--- src/rtl/lvr_pkg.sv ---
package lvr_pkg;
  typedef enum logic [1:0] {
    ST_NORMAL  = 2'd0,
    ST_LV_QUAL = 2'd1,
    ST_HOLD    = 2'd2,
    ST_STAB    = 2'd3
  } lvr_state_e;
endpackage

--- src/rtl/lvr_sync2.sv ---
// Two-stage synchronizer; both stages reset to 0 (pin reads as asserted).
module lvr_sync2 (
  input  logic clk_i,
  input  logic rst_ni,
  input  logic d_i,
  output logic q_o
);
  logic stage1_q, stage2_q;

  always_ff @(posedge clk_i or negedge rst_ni) begin
    if (!rst_ni) begin
      stage1_q <= 1'b0;
      stage2_q <= 1'b0;
    end else begin
      stage1_q <= d_i;
      stage2_q <= stage1_q;
    end
  end

  assign q_o = stage2_q;
endmodule

--- src/rtl/lvr_qualifier.sv ---
// Counts millisecond ticks while the low-voltage flag is held; arms a
// request on tick number QUAL_TICKS+1 and drops it when the flag clears.
module lvr_qualifier #(
  parameter int unsigned QUAL_TICKS = 1
) (
  input  logic clk_i,
  input  logic rst_ni,
  input  logic lv_i,
  input  logic tick_i,
  output logic req_o
);
  localparam int unsigned QW = $clog2(QUAL_TICKS + 2);
  localparam logic [QW-1:0] ARM_AT = QW'(QUAL_TICKS);

  logic [QW-1:0] cnt_q, cnt_d;
  logic          req_q, req_d;
  logic          cnt_en;

  assign cnt_en = lv_i && tick_i && !req_q;

  always_comb begin
    cnt_d = cnt_q;
    req_d = req_q;
    if (!lv_i) begin
      cnt_d = '0;
      req_d = 1'b0;
    end else if (cnt_en) begin
      if (cnt_q == ARM_AT) begin
        req_d = 1'b1;
      end else begin
        cnt_d = cnt_q + 1'b1;
      end
    end
  end

  always_ff @(posedge clk_i or negedge rst_ni) begin
    if (!rst_ni) begin
      cnt_q <= '0;
      req_q <= 1'b0;
    end else begin
      cnt_q <= cnt_d;
      req_q <= req_d;
    end
  end

  assign req_o = req_q;
endmodule

--- src/rtl/lvr_stab_timer.sv ---
// Settling counter: runs while enabled, restarts from zero when disabled.
module lvr_stab_timer #(
  parameter int unsigned CYCLES = 1024
) (
  input  logic                        clk_i,
  input  logic                        rst_ni,
  input  logic                        en_i,
  output logic                        done_o,
  output logic [$clog2(CYCLES)-1:0]   cnt_o
);
  localparam int unsigned CW = $clog2(CYCLES);
  localparam logic [CW-1:0] LAST = CW'(CYCLES - 1);

  logic [CW-1:0] cnt_q, cnt_d;

  always_comb begin
    if (en_i) cnt_d = cnt_q + 1'b1;
    else      cnt_d = '0;
  end

  always_ff @(posedge clk_i or negedge rst_ni) begin
    if (!rst_ni) cnt_q <= '0;
    else         cnt_q <= cnt_d;
  end

  assign done_o = en_i && (cnt_q == LAST);
  assign cnt_o  = cnt_q;
endmodule

--- src/rtl/lv_reset_seq.sv ---
module lv_reset_seq #(
  parameter int unsigned STAB_CYCLES = 1024,
  parameter int unsigned QUAL_TICKS  = 1
) (
  input  logic clk_i,
  input  logic rst_ni,
  input  logic ext_rst_ni,
  input  logic lv_det_i,
  input  logic tick_1ms_i,
  input  logic cause_clr_i,
  output logic sys_rst_o,
  output logic lv_cause_o
);
  import lvr_pkg::*;

  localparam int unsigned CW = $clog2(STAB_CYCLES);

  lvr_state_e    state_q, state_d;
  logic          pin_sync;
  logic          ext_active;
  logic          lv_req;
  logic          stab_en;
  logic          stab_done;
  logic [CW-1:0] stab_cnt;
  logic          enter_hold;
  logic          cause_q, cause_d;

  lvr_sync2 u_pin_sync (
    .clk_i (clk_i),
    .rst_ni(rst_ni),
    .d_i   (ext_rst_ni),
    .q_o   (pin_sync)
  );
  assign ext_active = !pin_sync;

  lvr_qualifier #(.QUAL_TICKS(QUAL_TICKS)) u_qual (
    .clk_i (clk_i),
    .rst_ni(rst_ni),
    .lv_i  (lv_det_i),
    .tick_i(tick_1ms_i),
    .req_o (lv_req)
  );

  assign stab_en = (state_q == ST_STAB);

  lvr_stab_timer #(.CYCLES(STAB_CYCLES)) u_stab (
    .clk_i (clk_i),
    .rst_ni(rst_ni),
    .en_i  (stab_en),
    .done_o(stab_done),
    .cnt_o (stab_cnt)
  );

  // Next-state logic
  always_comb begin
    state_d = state_q;
    unique case (state_q)
      ST_NORMAL: begin
        if (ext_active || lv_req) state_d = ST_HOLD;
        else if (lv_det_i)        state_d = ST_LV_QUAL;
      end
      ST_LV_QUAL: begin
        if (ext_active || lv_req) state_d = ST_HOLD;
        else if (!lv_det_i)       state_d = ST_NORMAL;
      end
      ST_HOLD: begin
        if (!ext_active && !lv_req) state_d = ST_STAB;
      end
      ST_STAB: begin
        if (ext_active || lv_req) state_d = ST_HOLD;
        else if (stab_done)       state_d = ST_NORMAL;
      end
      default: state_d = ST_HOLD;
    endcase
  end

  assign enter_hold = (state_d == ST_HOLD) && (state_q != ST_HOLD);

  always_comb begin
    cause_d = cause_q;
    if (enter_hold)       cause_d = lv_req;
    else if (cause_clr_i) cause_d = 1'b0;
  end

  always_ff @(posedge clk_i or negedge rst_ni) begin
    if (!rst_ni) begin
      state_q <= ST_HOLD;
      cause_q <= 1'b0;
    end else begin
      state_q <= state_d;
      cause_q <= cause_d;
    end
  end

  assign sys_rst_o  = (state_q == ST_HOLD) || (state_q == ST_STAB);
  assign lv_cause_o = cause_q;
endmodule

--- config.mk ---
export PLATFORM = sky130hd
export DESIGN_NAME = lv_reset_seq
export DESIGN_NICKNAME = d
export VERILOG_FILES = /design/src/rtl/lvr_pkg.sv /design/src/rtl/lvr_sync2.sv /design/src/rtl/lvr_qualifier.sv /design/src/rtl/lvr_stab_timer.sv /design/src/rtl/lv_reset_seq.sv
export SDC_FILE = /design/constraint.sdc
export NUM_CORES = 1
export LEC_CHECK = 0
export BUFFER_PORTS_ARGS = -buffer_cell sky130_fd_sc_hd__clkbuf_2
export CORE_AREA = 3 3 49 51
export DETAILED_ROUTE_END_ITERATION = 7
export DIE_AREA = 0 0 52 54
export MAX_ROUTING_LAYER = met4
export PLACE_DENSITY_LB_ADDON = 0.1
export SETUP_SLACK_MARGIN = 0.05
export SYNTH_ARGS = -nofsm -noshare
export SYNTH_HDL_FRONTEND = slang
export SYNTH_SLANG_ARGS = --single-unit
--- constraint.sdc ---
create_clock -name clk_i -period 1.2 [get_ports clk_i]
set_input_delay 0.12 -clock clk_i [delete_from_list [all_inputs] [get_ports clk_i]]
set_output_delay 0.12 -clock clk_i [all_outputs]
set_load 0.005 [all_outputs]
**Word level (Yosys, flattened, before mapping)**

Index checks and enable logic that the tools add are counted.

- $add $sub $neg: 2
- Equal/unequal tests: 10
- Multiplexer cells: 17
- Reduce and logical (&&, ||, !) cells: 13

Operator list:

| kind | number |
|---|---|
| 2-to-1 mux 2 bit | 10 |
| adder 10 x 1 -> 10 bit, second input constant | 1 |
| == test 10 bit, second input constant | 1 |
| 2-to-1 mux 10 bit | 1 |
| one-hot mux 2 bit (4 select lines) | 1 |
| == test 2 bit, second input constant | 3 |
| logical AND 1 bit | 5 |
| 2-to-1 mux 1 bit | 5 |
| == test 2 x 1 -> 1 bit, second input constant | 2 |
| inequality test 2 x 1 -> 1 bit, second input constant | 2 |
| inequality test 2 bit, second input constant | 2 |
| AND reduction 2 bit | 2 |
| adder 2 x 1 -> 2 bit, second input constant | 1 |
| logical NOT 1 bit | 2 |
| logical NOT 2 bit | 1 |
| logical OR 1 bit | 2 |
| nonzero test 2 bit | 1 |

- Flip-flop bits (word level): 18
- Bits of input ports: 6
- Output and inout bits: 2

**Longest topological paths before layout**

Gate-level depths: netlist of the first run.

- Depth in word-level cells: 8
- Mapped depth: 5
- Depth with buffers taken out: 5

**Cells and area by module**

A second synthesis of the first run with hierarchy kept.

- Cell total of the unflattened synthesis: 78
- Area, all modules: 842.1 um^2

Modules (own cells, without submodules):

| module | instances | cells each | area an instance (um^2) |
|---|---|---|---|
| lvr_stab_timer | 1 | 47 | 471.7 |
| lvr_qualifier | 1 | 14 | 161.4 |
| lv_reset_seq | 1 | 15 | 158.9 |
| lvr_sync2 | 1 | 2 | 50.0 |

**Least setup slack after synthesis of the first run**

No wires, ideal clock.

- Kind: reg2reg
- Start: register u_qual.cnt_q[0]
- End: register u_qual.cnt_q[1]
- Arrival time: 1.205 ns
- Data required time: 1.134 ns
- Setup slack: -0.071 ns
- Cell stages (with the launch flop): 5
- Buffers on the path: 0
- Clock period less this slack: 1.271 ns
- Cell sequence: dfrtp_1 -> ha_1 -> nor3b_1 -> mux2i_1 -> and2_1

- Longest elaborated chain between the ends: 4

RTL lines:

| what | RTL line | text |
|---|---|---|
| start, declared | lvr_qualifier.sv:15 | `logic [QW-1:0] cnt_q, cnt_d;` |
| start signal, assigned | lvr_qualifier.sv:41 | `cnt_q <= cnt_d;` |
| adder 2 x 1 -> 2 bit | lvr_qualifier.sv:31 | `cnt_d = cnt_q + 1'b1;` |
| 2-to-1 mux 2 bit | lvr_qualifier.sv:28 | `if (cnt_q == ARM_AT) begin` |
| 2-to-1 mux 2 bit | lvr_qualifier.sv:27 | `end else if (cnt_en) begin` |
| 2-to-1 mux 2 bit | lvr_qualifier.sv:24 | `if (!lv_i) begin` |

Several ways; a longest one is shown, not always the timed one. The select of a mux whose other input is x is not followed.
A chain may end at the register's enable or synchronous reset.

**Worst setup path in the final report of the first run**

- Start: register u_stab.cnt_q[0], in the netlist u_stab.cnt_o[0]
- End: register u_stab.cnt_q[8], in the netlist u_stab.cnt_o[8]

- Longest elaborated chain between the ends: 2

RTL lines:

| what | RTL line | text |
|---|---|---|
| start, declared | lvr_stab_timer.sv:14 | `logic [CW-1:0] cnt_q, cnt_d;` |
| start signal, assigned | lvr_stab_timer.sv:23 | `else cnt_q <= cnt_d;` |
| adder 10 x 1 -> 10 bit | lvr_stab_timer.sv:17 | `if (en_i) cnt_d = cnt_q + 1'b1;` |
| 2-to-1 mux 10 bit | lvr_stab_timer.sv:17 |  |
| named net u_stab.cnt_d[8] | lvr_stab_timer.sv:14 |  |

The timed path passes the listed nets, and every way through them passes these cells.

==> results.py, run 1 <==
metrics = {
    "synth": {
        "synth.cell_area_sq_um": 784.5,
        "yosysSeqAreaShare_pct": 57.58,
        "yosys_warnings": 0,
        "synth_most_common_cell": "dfrtp_1",
        "synthFlopType": "dfrtp_1",
        "synth-edff-count": 0,
        "ys_types": 25,
        "syn-num-nets": 81,
        "syn_area_per_cell_sq_um": 10.75,
        "synth_async_sr_flop_share_pct": 100.0,
        "synth-seq-cells": 18,
        "synth_top_cell_area_share_pct": 54.23,
        "synthCells": 73,
        "synthTopCellsByArea": "dfrtp_1, a21oi_1, dfstp_2, xor2_1, ha_1",
        "synth_top_area_cell": "dfrtp_1",
        "synth_common_cells": "dfrtp_1, a21oi_1, o21ai_0",
    },
    "setup_path": {
        "cp-startpoint": "u_stab.cnt_o[0]",
        "worstPathCellList": "ha_2 -> nand4_1 -> or3_4 -> a21oi_2",
        "worst_setup_path_start_kind": "flop",
        "path_max_fanout": 5,
        "critPathCaptureType": "flop",
        "required_ps": 1420,
        "crit_type": "flop to flop",
        "cp_top_family": "simple AND/OR/NAND/NOR gates",
        "reg2reg_from": "u_stab.cnt_o[0]",
        "slowest_delay_ps": 430,
        "cp_slowest_cell": "or3_4",
        "r2r-end": "u_stab.cnt_o[8]",
        "critPathBufInv": 0,
        "arrival_ps": 1580,
        "reg2reg_depth": 4,
        "r2r_slack_ps": -160,
    },
    "route": {
        "post-route-drc-count": 0,
        "dr.pass1.iters": 4,
        "postRouteAntennaNets": 0,
        "drt-initial-drc-count": 4,
        "vias": 615,
        "vias_per_cell": 4.920,
        "routed_wl_mm": 1.494,
        "wl_per_cell_um": 11.95,
    },
    "final_layout": {
        "final_area_sq_mm": 0.001044,
        "drive_above_1_share_pct": 33.67,
        "n_antenna_cell": 0,
        "nNetsFinal": 107,
        "fin_cells": 125,
        "syn_to_final_growth_pct": 33.01,
    },
    "outcome": {
        "outcome": "finished, violations left",
        "violations": "setup timing",
    },
    "clock_network": {
        "numCtsBuffers": 3,
        "path_clk_slew_ps": 110,
        "htreeDepth": 1,
        "cts_sinks": 18,
        "cts_tree": "done",
        "cts_root_buffer": "clkbuf_4",
        "clockBufferDepth": 2,
        "clock_latency_ps": 300,
    },
    "die": {
        "core_area_sq_mm": 0.001982,
        "die_w_um": 52,
        "ioPinCount": 8,
        "num_rows": 16,
        "die_area_sq_mm": 0.002808,
        "die_y_um": 54,
        "initial_utilization_pct": 39.58,
    },
    "sta": {
        "setup_ws_ps": -160.3,
        "fmax_ghz": 0.7352,
        "rsz0062_at_grt": "true",
        "fin_crit_ps": 1360,
        "hold_viol": 0,
        "setup_violations": 8,
        "maxSlewHeadroom_pct": 70.68,
        "finalCritPeriodShare_pct": 113.4,
        "finClkSkew_ps": 6.897,
        "finalMaxSlewViolations": 0,
        "worstMarginPinSlew_ps": 439.8,
    },
    "worst_hold_path": {
        "hold_path_end": "u_qual.req_o",
        "min_from": "lv_det_i",
        "hold_path.class": "input pin to flop",
        "holdPathStages": 2,
    },
    "grt": {
        "grt_pass1_wl_mm": 2.649,
        "grt_pass1_vias": 616,
        "grt_max_degree": 19,
        "grt_overflow": 0,
        "grt_usage_pct": 13.70,
        "antenna_found_initial": 0,
    },
    "power_and_ir_drop": {
        "power_density_mw_per_mm2": 1232,
        "ir_drop_mv": 0.7968,
        "total_leakage_power_nw": 0.4637,
    },
    "placement": {
        "post_dp_cell_area_sq_um": 942.2,
        "place_inst": 117,
        "gp_congestion": 0.7770,
        "hpwl_mm": 1.048,
        "port_buffers": 7,
    },
    "job": {
        "cap_violations": 0,
    },
}
==> state kept, by name, indices dropped and copies added, names as in the netlist <==
name and flops:
lv_cause_o 1, state_q 2, u_pin_sync.q_o 1, u_pin_sync.stage1_q 1, u_qual.cnt_q 2, u_qual.req_o 1
u_stab.cnt_o 10
==> worst register-to-register path, delay by kind of cell (launching register included) <==
family | cells | cell delay (ps)
simple gates | 2 | 580
flops | 1 | 390
fa+ha+maj | 1 | 190
compound gates | 1 | 130
==> report_power, final <==
| group | internal [mW] | switching [mW] | total (mW) |
|---|---|---|---|
| Combinational | 0.122 | 0.101 | 0.223 |
| Sequential | 0.650 | 0.0349 | 0.685 |
| Clock | 0.185 | 0.193 | 0.378 |
| Total | 0.957 | 0.329 | 1.29 |
==> layout make-up <==
class / instances / area, sq um
multi-input combinational: 50 / 354.1
tap: 27 / 33.78
timing repair buffer: 22 / 152.6
inverter: 4 / 15.01
fill: 184 / 938.4
clock buffer: 4 / 36.28
sequential: 18 / 451.7
==> logic make-up (layout without fill, tap and decap cells) <==
logic type,after synthesis,count (layout),share of synthesized area [%]
xor gates and xnor gates,4,4,4.467
DFF,18,18,57.58
muxes,1,1,1.276
AOI/OAI and AO/OA,16,16,11.48
adders and majority gates,2,2,3.189
buffers and inverters,5,30,2.391
and+or+nand+nor,27,27,19.62
==> per-stage QoR <==
stage | setup TNS, ps | hold slack [ps] | power (mW) | util [%] | worst slack (ps)
final | -489.2 | 72.61 | 1.286 | 52.65 | -160.3
after global routing | -1192 | 93.34 | 1.366 | 52.65 | -214.2
after CTS | -324.3 | 72.87 | 1.304 | 51.96 | -69.41
after detailed placement | -174.0 | 87.63 | 0.8775 | 47.54 | -39.89
after global placement | -79.62 | 86.80 | 0.8735 | 47.54 | -30.68
after floorplan | -10.56 | -175.6 | 0.7953 | - | -5.295
==> how the worst max path moves through the flow <==
stage	end	slack (ps)	depth (start not counted)
finish	u_stab.cnt_o[8]	-160	4
global route	u_stab.cnt_o[8]	-210	4
CTS	u_stab.cnt_o[8]	-70	4
detailed placement	u_stab.cnt_o[8]	-40	4
global placement	u_stab.cnt_o[6]	-30	4
floorplan	u_stab.cnt_o[6]	-5	4
==> layer usage <==
metal	global-route usage [%]	share of wire, %	up-vias
met1	16.32	49	291
met3	3.324	2.7	5
met5	-	0	-
li1	-	-	310
met4	7.860	2.3	0
met2	21.13	46	9
==> cell usage in the layout, fill, tap and decap left out <==
cell            n
dfrtp_1        17
buf_4          13
clkbuf_2        7
a21oi_1         6
o21ai_0         5
inv_1           4
nor2_1          4
nand3_1         3
nand2_1         3
xor2_1          3
nor2b_1         3
clkbuf_4        3
nand4_1         2
nand3_2         2
o31ai_1         2
or4_1           2
o211ai_1        2
and2_1          2
dlygate4sd3_1   2
or3_4           1
a21oi_2         1
or3_1           1
or3_2           1
xnor2_1         1
and3_1          1
nor3_1          1
nor3b_4         1
mux2i_1         1
ha_2            1
ha_4            1
clkbuf_8        1
dfstp_2         1
==> repair_timing <==
action	CTS	global route
endpoints found under the hold margin	18	0
hold buffers	2	0
gates resized for setup	2	3
setup buffers	2	1
endpoints found under the setup margin	9	11
pin swaps	6	5
Power figures use the tool's default switching activity.
==> inputs of run 2 (changes only) <==
--- a/config.mk
+++ b/config.mk
@@ -7,6 +7,7 @@
 export LEC_CHECK = 0
 export BUFFER_PORTS_ARGS = -buffer_cell sky130_fd_sc_hd__clkbuf_2
 export CORE_AREA = 3 3 49 51
+export CTS_BUF_LIST = sky130_fd_sc_hd__clkbuf_8
 export DETAILED_ROUTE_END_ITERATION = 7
 export DIE_AREA = 0 0 52 54
 export MAX_ROUTING_LAYER = met4
==> results.py, run 2 (synthesis gave the netlist of run 1 again) <==
metrics = {
    "grt": {
        "grt_usage_pct": 13.58,
        "grt_pass1_vias": 618,
        "grt_overflow": 0,
        "grt_max_degree": 19,
        "antenna_found_initial": 0,
        "grt_pass1_wl_mm": 2.670,
    },
    "die": {
        "die_area_sq_mm": 0.002808,
        "initial_utilization_pct": 39.58,
        "die_y_um": 54,
        "die_w_um": 52,
        "core_area_sq_mm": 0.001982,
        "ioPinCount": 8,
        "num_rows": 16,
    },
    "outcome": {
        "violations": "setup timing",
        "outcome": "finished, violations left",
    },
    "placement": {
        "port_buffers": 7,
        "hpwl_mm": 1.048,
        "post_dp_cell_area_sq_um": 942.2,
        "gp_congestion": 0.7770,
        "place_ws_ps": -39.89,
    },
    "final_layout": {
        "fillers": 181,
        "nNetsFinal": 107,
        "final_cell_mix": "dfrtp_1, buf_4, clkbuf_2",
        "final_common_cell": "dfrtp_1",
        "largest_register_ffs": 10,
        "n_antenna_cell": 0,
        "drive_above_1_share_pct": 33.67,
        "syn_to_final_growth_pct": 35.41,
        "post-route-util_pct": 53.60,
        "final_area_sq_mm": 0.001062,
    },
    "setup_path": {
        "critPathCaptureType": "flop",
        "path_max_fanout": 5,
        "worst_setup_path_start_kind": "flop",
        "arrival_ps": 1520,
        "crit_type": "flop to flop",
        "required_ps": 1370,
    },
    "sta": {
        "setup-tns-final_ps": -446.3,
        "finalMaxSlewViolations": 0,
        "rsz0062_at_grt": "true",
        "maxSlewHeadroom_pct": 70.87,
        "fin_crit_ps": 1350,
        "setup_violations": 8,
        "hold_viol": 0,
        "finClkSkew_ps": 4.925,
        "worstMarginPinSlew_ps": 436.9,
        "setup_ws_ps": -149.6,
        "finalCritPeriodShare_pct": 112.5,
        "fmax_ghz": 0.7410,
    },
    "power_and_ir_drop": {
        "power_density_mw_per_mm2": 1313,
        "total_leakage_power_nw": 0.4714,
        "ir_drop_mv": 0.7691,
        "power_mw": 1.395,
    },
    "route": {
        "drt-initial-drc-count": 7,
        "vias": 611,
        "wl_per_cell_um": 11.82,
        "dr.pass1.iters": 4,
        "post-route-drc-count": 0,
        "vias_per_cell": 4.888,
        "postRouteAntennaNets": 0,
        "routed_wl_mm": 1.477,
    },
    "clock_network": {
        "numCtsBuffers": 3,
        "htreeDepth": 1,
        "clockBufferDepth": 2,
        "clock_latency_ps": 250,
        "cts_root_buffer": "clkbuf_8",
        "cts_sinks": 18,
        "cts_tree": "done",
        "path_clk_slew_ps": 70,
    },
    "worst_hold_path": {
        "hold_path.class": "input pin to flop",
    },
    "job": {
        "cap_violations": 0,
    },
}
## run 2: power by group
| part | total, mW | leakage, nW | switching [mW] | internal (mW) |
|---|---|---|---|---|
| sequential | 0.686 | 0.237 | 0.0348 | 0.651 |
| combinational | 0.223 | 0.205 | 0.101 | 0.122 |
| clock | 0.487 | 0.0288 | 0.196 | 0.291 |
## run 2: worst max-delay path: stages, from the launching register on
cell and delay, ps:
dfrtp_1 380, ha_2 190, nand4_1 150, or3_4 430, a21oi_2 130
## run 2: area by class of cell
cell class | instances | area (sq um) | area share (%)
sequential | 18 | 451.7 | 42.52
clock buffer | 4 | 55.05 | 5.183
timing repair buffer | 22 | 152.6 | 14.37
inverter | 4 | 15.01 | 1.413
multi-input combinational | 50 | 354.1 | 33.33
tap | 27 | 33.78 | 3.180
## run 2: final timing paths
kind / from / to / slack (ps) / depth (start not counted)
max in group asynchronous: rst_ni / state_q[1] / 530 / 2
min: lv_det_i / u_qual.req_o / 130 / 2
min reg2reg: u_pin_sync.stage1_q / u_pin_sync.q_o / 360 / 0
min in group asynchronous: rst_ni / u_stab.cnt_o[6] / 340 / 2
max reg2reg: u_stab.cnt_o[0] / u_stab.cnt_o[8] / -150 / 4
max: u_stab.cnt_o[0] / u_stab.cnt_o[8] / -150 / 4
## run 2: per-stage QoR
stage / hold WS, ps / cells
finish: 128.1 / 125
global route: 150.6 / 125
CTS: 131.6 / 125
detailed placement: 87.63 / 117
global placement: 86.80 / 117
floorplan: -175.6 / 73
## run 2: metal layers
layer | GRT usage (%) | vias up | routed length [um]
met2 | 21.34 | 6 | 710
li1 | - | 311 | -
met3 | 3.324 | 2 | 37
met1 | 16.32 | 292 | 721
met5 | - | - | 0
met4 | 6.550 | 0 | 8
## run 2: timing repair
item,CTS,global route
pin swaps,6,5
hold buffers,2,0
setup buffers,2,1
hold endpoints to repair,18,0
endpoints found under the setup margin,9,10
gates resized for setup,2,3
==> inputs of run 3 (changes only) <==
--- a/config.mk
+++ b/config.mk
@@ -12,6 +12,7 @@
 export DIE_AREA = 0 0 52 54
 export MAX_ROUTING_LAYER = met4
 export PLACE_DENSITY_LB_ADDON = 0.1
+export RECOVER_POWER = 100
 export SETUP_SLACK_MARGIN = 0.05
 export SYNTH_ARGS = -nofsm -noshare
 export SYNTH_HDL_FRONTEND = slang
==> results.py, run 3 (synthesis gave the netlist of run 1 again) <==
metrics = {
    "final_layout": {
        "fillers": 181,
        "multi_input_comb_area_sq_um": 354.1,
        "syn_to_final_growth_pct": 35.25,
        "largest_register_ffs": 10,
        "final_cell_mix": "dfrtp_1, buf_4, a21oi_1, clkbuf_2, o21ai_0",
        "final_area_sq_mm": 0.001061,
        "final_common_cell": "dfrtp_1",
        "drive_above_1_share_pct": 32.65,
        "n_antenna_cell": 0,
        "regArea_sq_um": 451.7,
        "nNetsFinal": 107,
    },
    "setup_path": {
        "required_ps": 1370,
        "r2r-end": "u_stab.cnt_o[8]",
        "crit_type": "flop to flop",
        "cp_slowest_cell": "or3_4",
        "slowest_delay_ps": 430,
        "worst_setup_path_start_kind": "flop",
        "path_max_fanout": 5,
        "arrival_ps": 1520,
        "reg2reg_depth": 4,
        "worstPathCellList": "ha_2 -> nand4_1 -> or3_4 -> a21oi_2",
        "reg2reg_from": "u_stab.cnt_o[0]",
        "r2r_slack_ps": -150,
        "critPathCaptureType": "flop",
    },
    "route": {
        "postRouteAntennaNets": 0,
        "wl_per_cell_um": 11.80,
        "vias_per_cell": 4.896,
        "vias": 612,
        "post-route-drc-count": 0,
        "dr.pass1.iters": 4,
        "routed_wl_mm": 1.475,
        "drt-initial-drc-count": 6,
    },
    "clock_network": {
        "htreeDepth": 1,
        "path_clk_slew_ps": 70,
        "clock_latency_ps": 250,
        "cts_sinks": 18,
        "cts_tree": "done",
        "cts_root_buffer": "clkbuf_8",
        "numCtsBuffers": 3,
        "clockBufferDepth": 2,
    },
    "sta": {
        "setup_violations": 8,
        "finalCritPeriodShare_pct": 112.5,
        "rsz0062_at_grt": "true",
        "finalMaxSlewViolations": 0,
        "worstMarginPinSlew_ps": 437.3,
        "setup-tns-final_ps": -446.4,
        "setup_ws_ps": -149.5,
        "fmax_ghz": 0.7410,
        "hold_viol": 0,
        "fin_crit_ps": 1350,
        "finClkSkew_ps": 4.925,
        "maxSlewHeadroom_pct": 70.84,
    },
    "die": {
        "initial_utilization_pct": 39.58,
        "core_area_sq_mm": 0.001982,
        "die_y_um": 54,
        "num_rows": 16,
        "ioPinCount": 8,
        "die_w_um": 52,
        "die_area_sq_mm": 0.002808,
    },
    "placement": {
        "post_dp_cell_area_sq_um": 942.2,
        "gp_congestion": 0.7770,
        "port_buffers": 7,
        "hpwl_mm": 1.048,
    },
    "power_and_ir_drop": {
        "total_leakage_power_nw": 0.4689,
        "ir_drop_mv": 0.7691,
        "power_density_mw_per_mm2": 1315,
    },
    "worst_hold_path": {
        "hold_path_end": "u_qual.req_o",
        "hold_path.class": "input pin to flop",
        "holdPathStages": 2,
        "min_from": "lv_det_i",
    },
    "job": {
        "cap_violations": 0,
    },
    "outcome": {
        "violations": "setup timing",
        "outcome": "finished, violations left",
    },
    "grt": {
        "grt_util_met1_pct": 16.32,
        "grt_pass1_wl_mm": 2.670,
        "antenna_found_initial": 0,
        "top_usage_layer": "met2",
        "use_met2_pct": 21.34,
        "grt_max_degree": 19,
        "grtUsageMet3_pct": 3.324,
        "grt_overflow": 0,
        "grt_usage_pct": 13.58,
        "grt_pass1_vias": 618,
    },
}
[run 3: stage by stage]
step | utilization (%) | instances | total power, mW | worst slack [ps] | hold slack (ps)
final | 53.54 | 125 | 1.395 | -149.5 | 128.1
after global routing | 53.54 | 125 | 1.484 | -205.2 | 150.6
after CTS | 52.90 | 125 | 1.416 | -61.48 | 131.6
after detailed placement | 47.54 | 117 | 0.8775 | -39.89 | 87.63
after global placement | 47.54 | 117 | 0.8735 | -30.68 | 86.80
after floorplan | - | 73 | 0.7953 | -5.295 | -175.6
[run 3: critical path, delay by kind of cell (launching register included)]
family	cells	cell delay (ps)
AND/OR/NAND/NOR	2	580
flip-flops	1	380
adder cells (fa/ha/maj)	1	190
AO/OA/AOI/OAI	1	130
[run 3: cell type report]
class | instances | area share (%)
Sequential cell | 18 | 42.57
Multi-Input combinational cell | 50 | 33.37
Timing Repair Buffer | 22 | 14.27
Clock buffer | 4 | 5.189
Tap cell | 27 | 3.184
Inverter | 4 | 1.415
[run 3: worst max-delay path by stage]
| stage | startpoint | to | slack, ps | cells past startpoint |
|---|---|---|---|---|
| floorplan | u_stab.cnt_o[0] | u_stab.cnt_o[6] | -5 | 4 |
| global placement | u_stab.cnt_o[0] | u_stab.cnt_o[6] | -30 | 4 |
| detailed placement | u_stab.cnt_o[0] | u_stab.cnt_o[8] | -40 | 4 |
| CTS | u_stab.cnt_o[0] | u_stab.cnt_o[8] | -60 | 4 |
| global route | u_stab.cnt_o[1] | u_stab.cnt_o[8] | -210 | 4 |
| finish | u_stab.cnt_o[0] | u_stab.cnt_o[8] | -150 | 4 |
[run 3: per-layer routing]
metal | vias to the layer above | part of all wire, %
li1 | 311 | -
met1 | 293 | 49
met2 | 6 | 48
met3 | 2 | 2.5
met4 | 0 | 0.54
met5 | - | 0
[run 3: repair_timing]
action / in CTS / in global routing
buffers inserted: 2 / 1
endpoints found under the setup margin: 9 / 10
cloned: 0 / 0
endpoints found under the hold margin: 18 / 0
pin swaps: 6 / 5
hold buffers: 2 / 0
resized for setup: 2 / 3
[run 3: report_power, final]
group / leakage (nW) / internal (mW) / switching, mW
Clock: 0.0288 / 0.291 / 0.196
Combinational: 0.203 / 0.122 / 0.101
Sequential: 0.237 / 0.651 / 0.0348
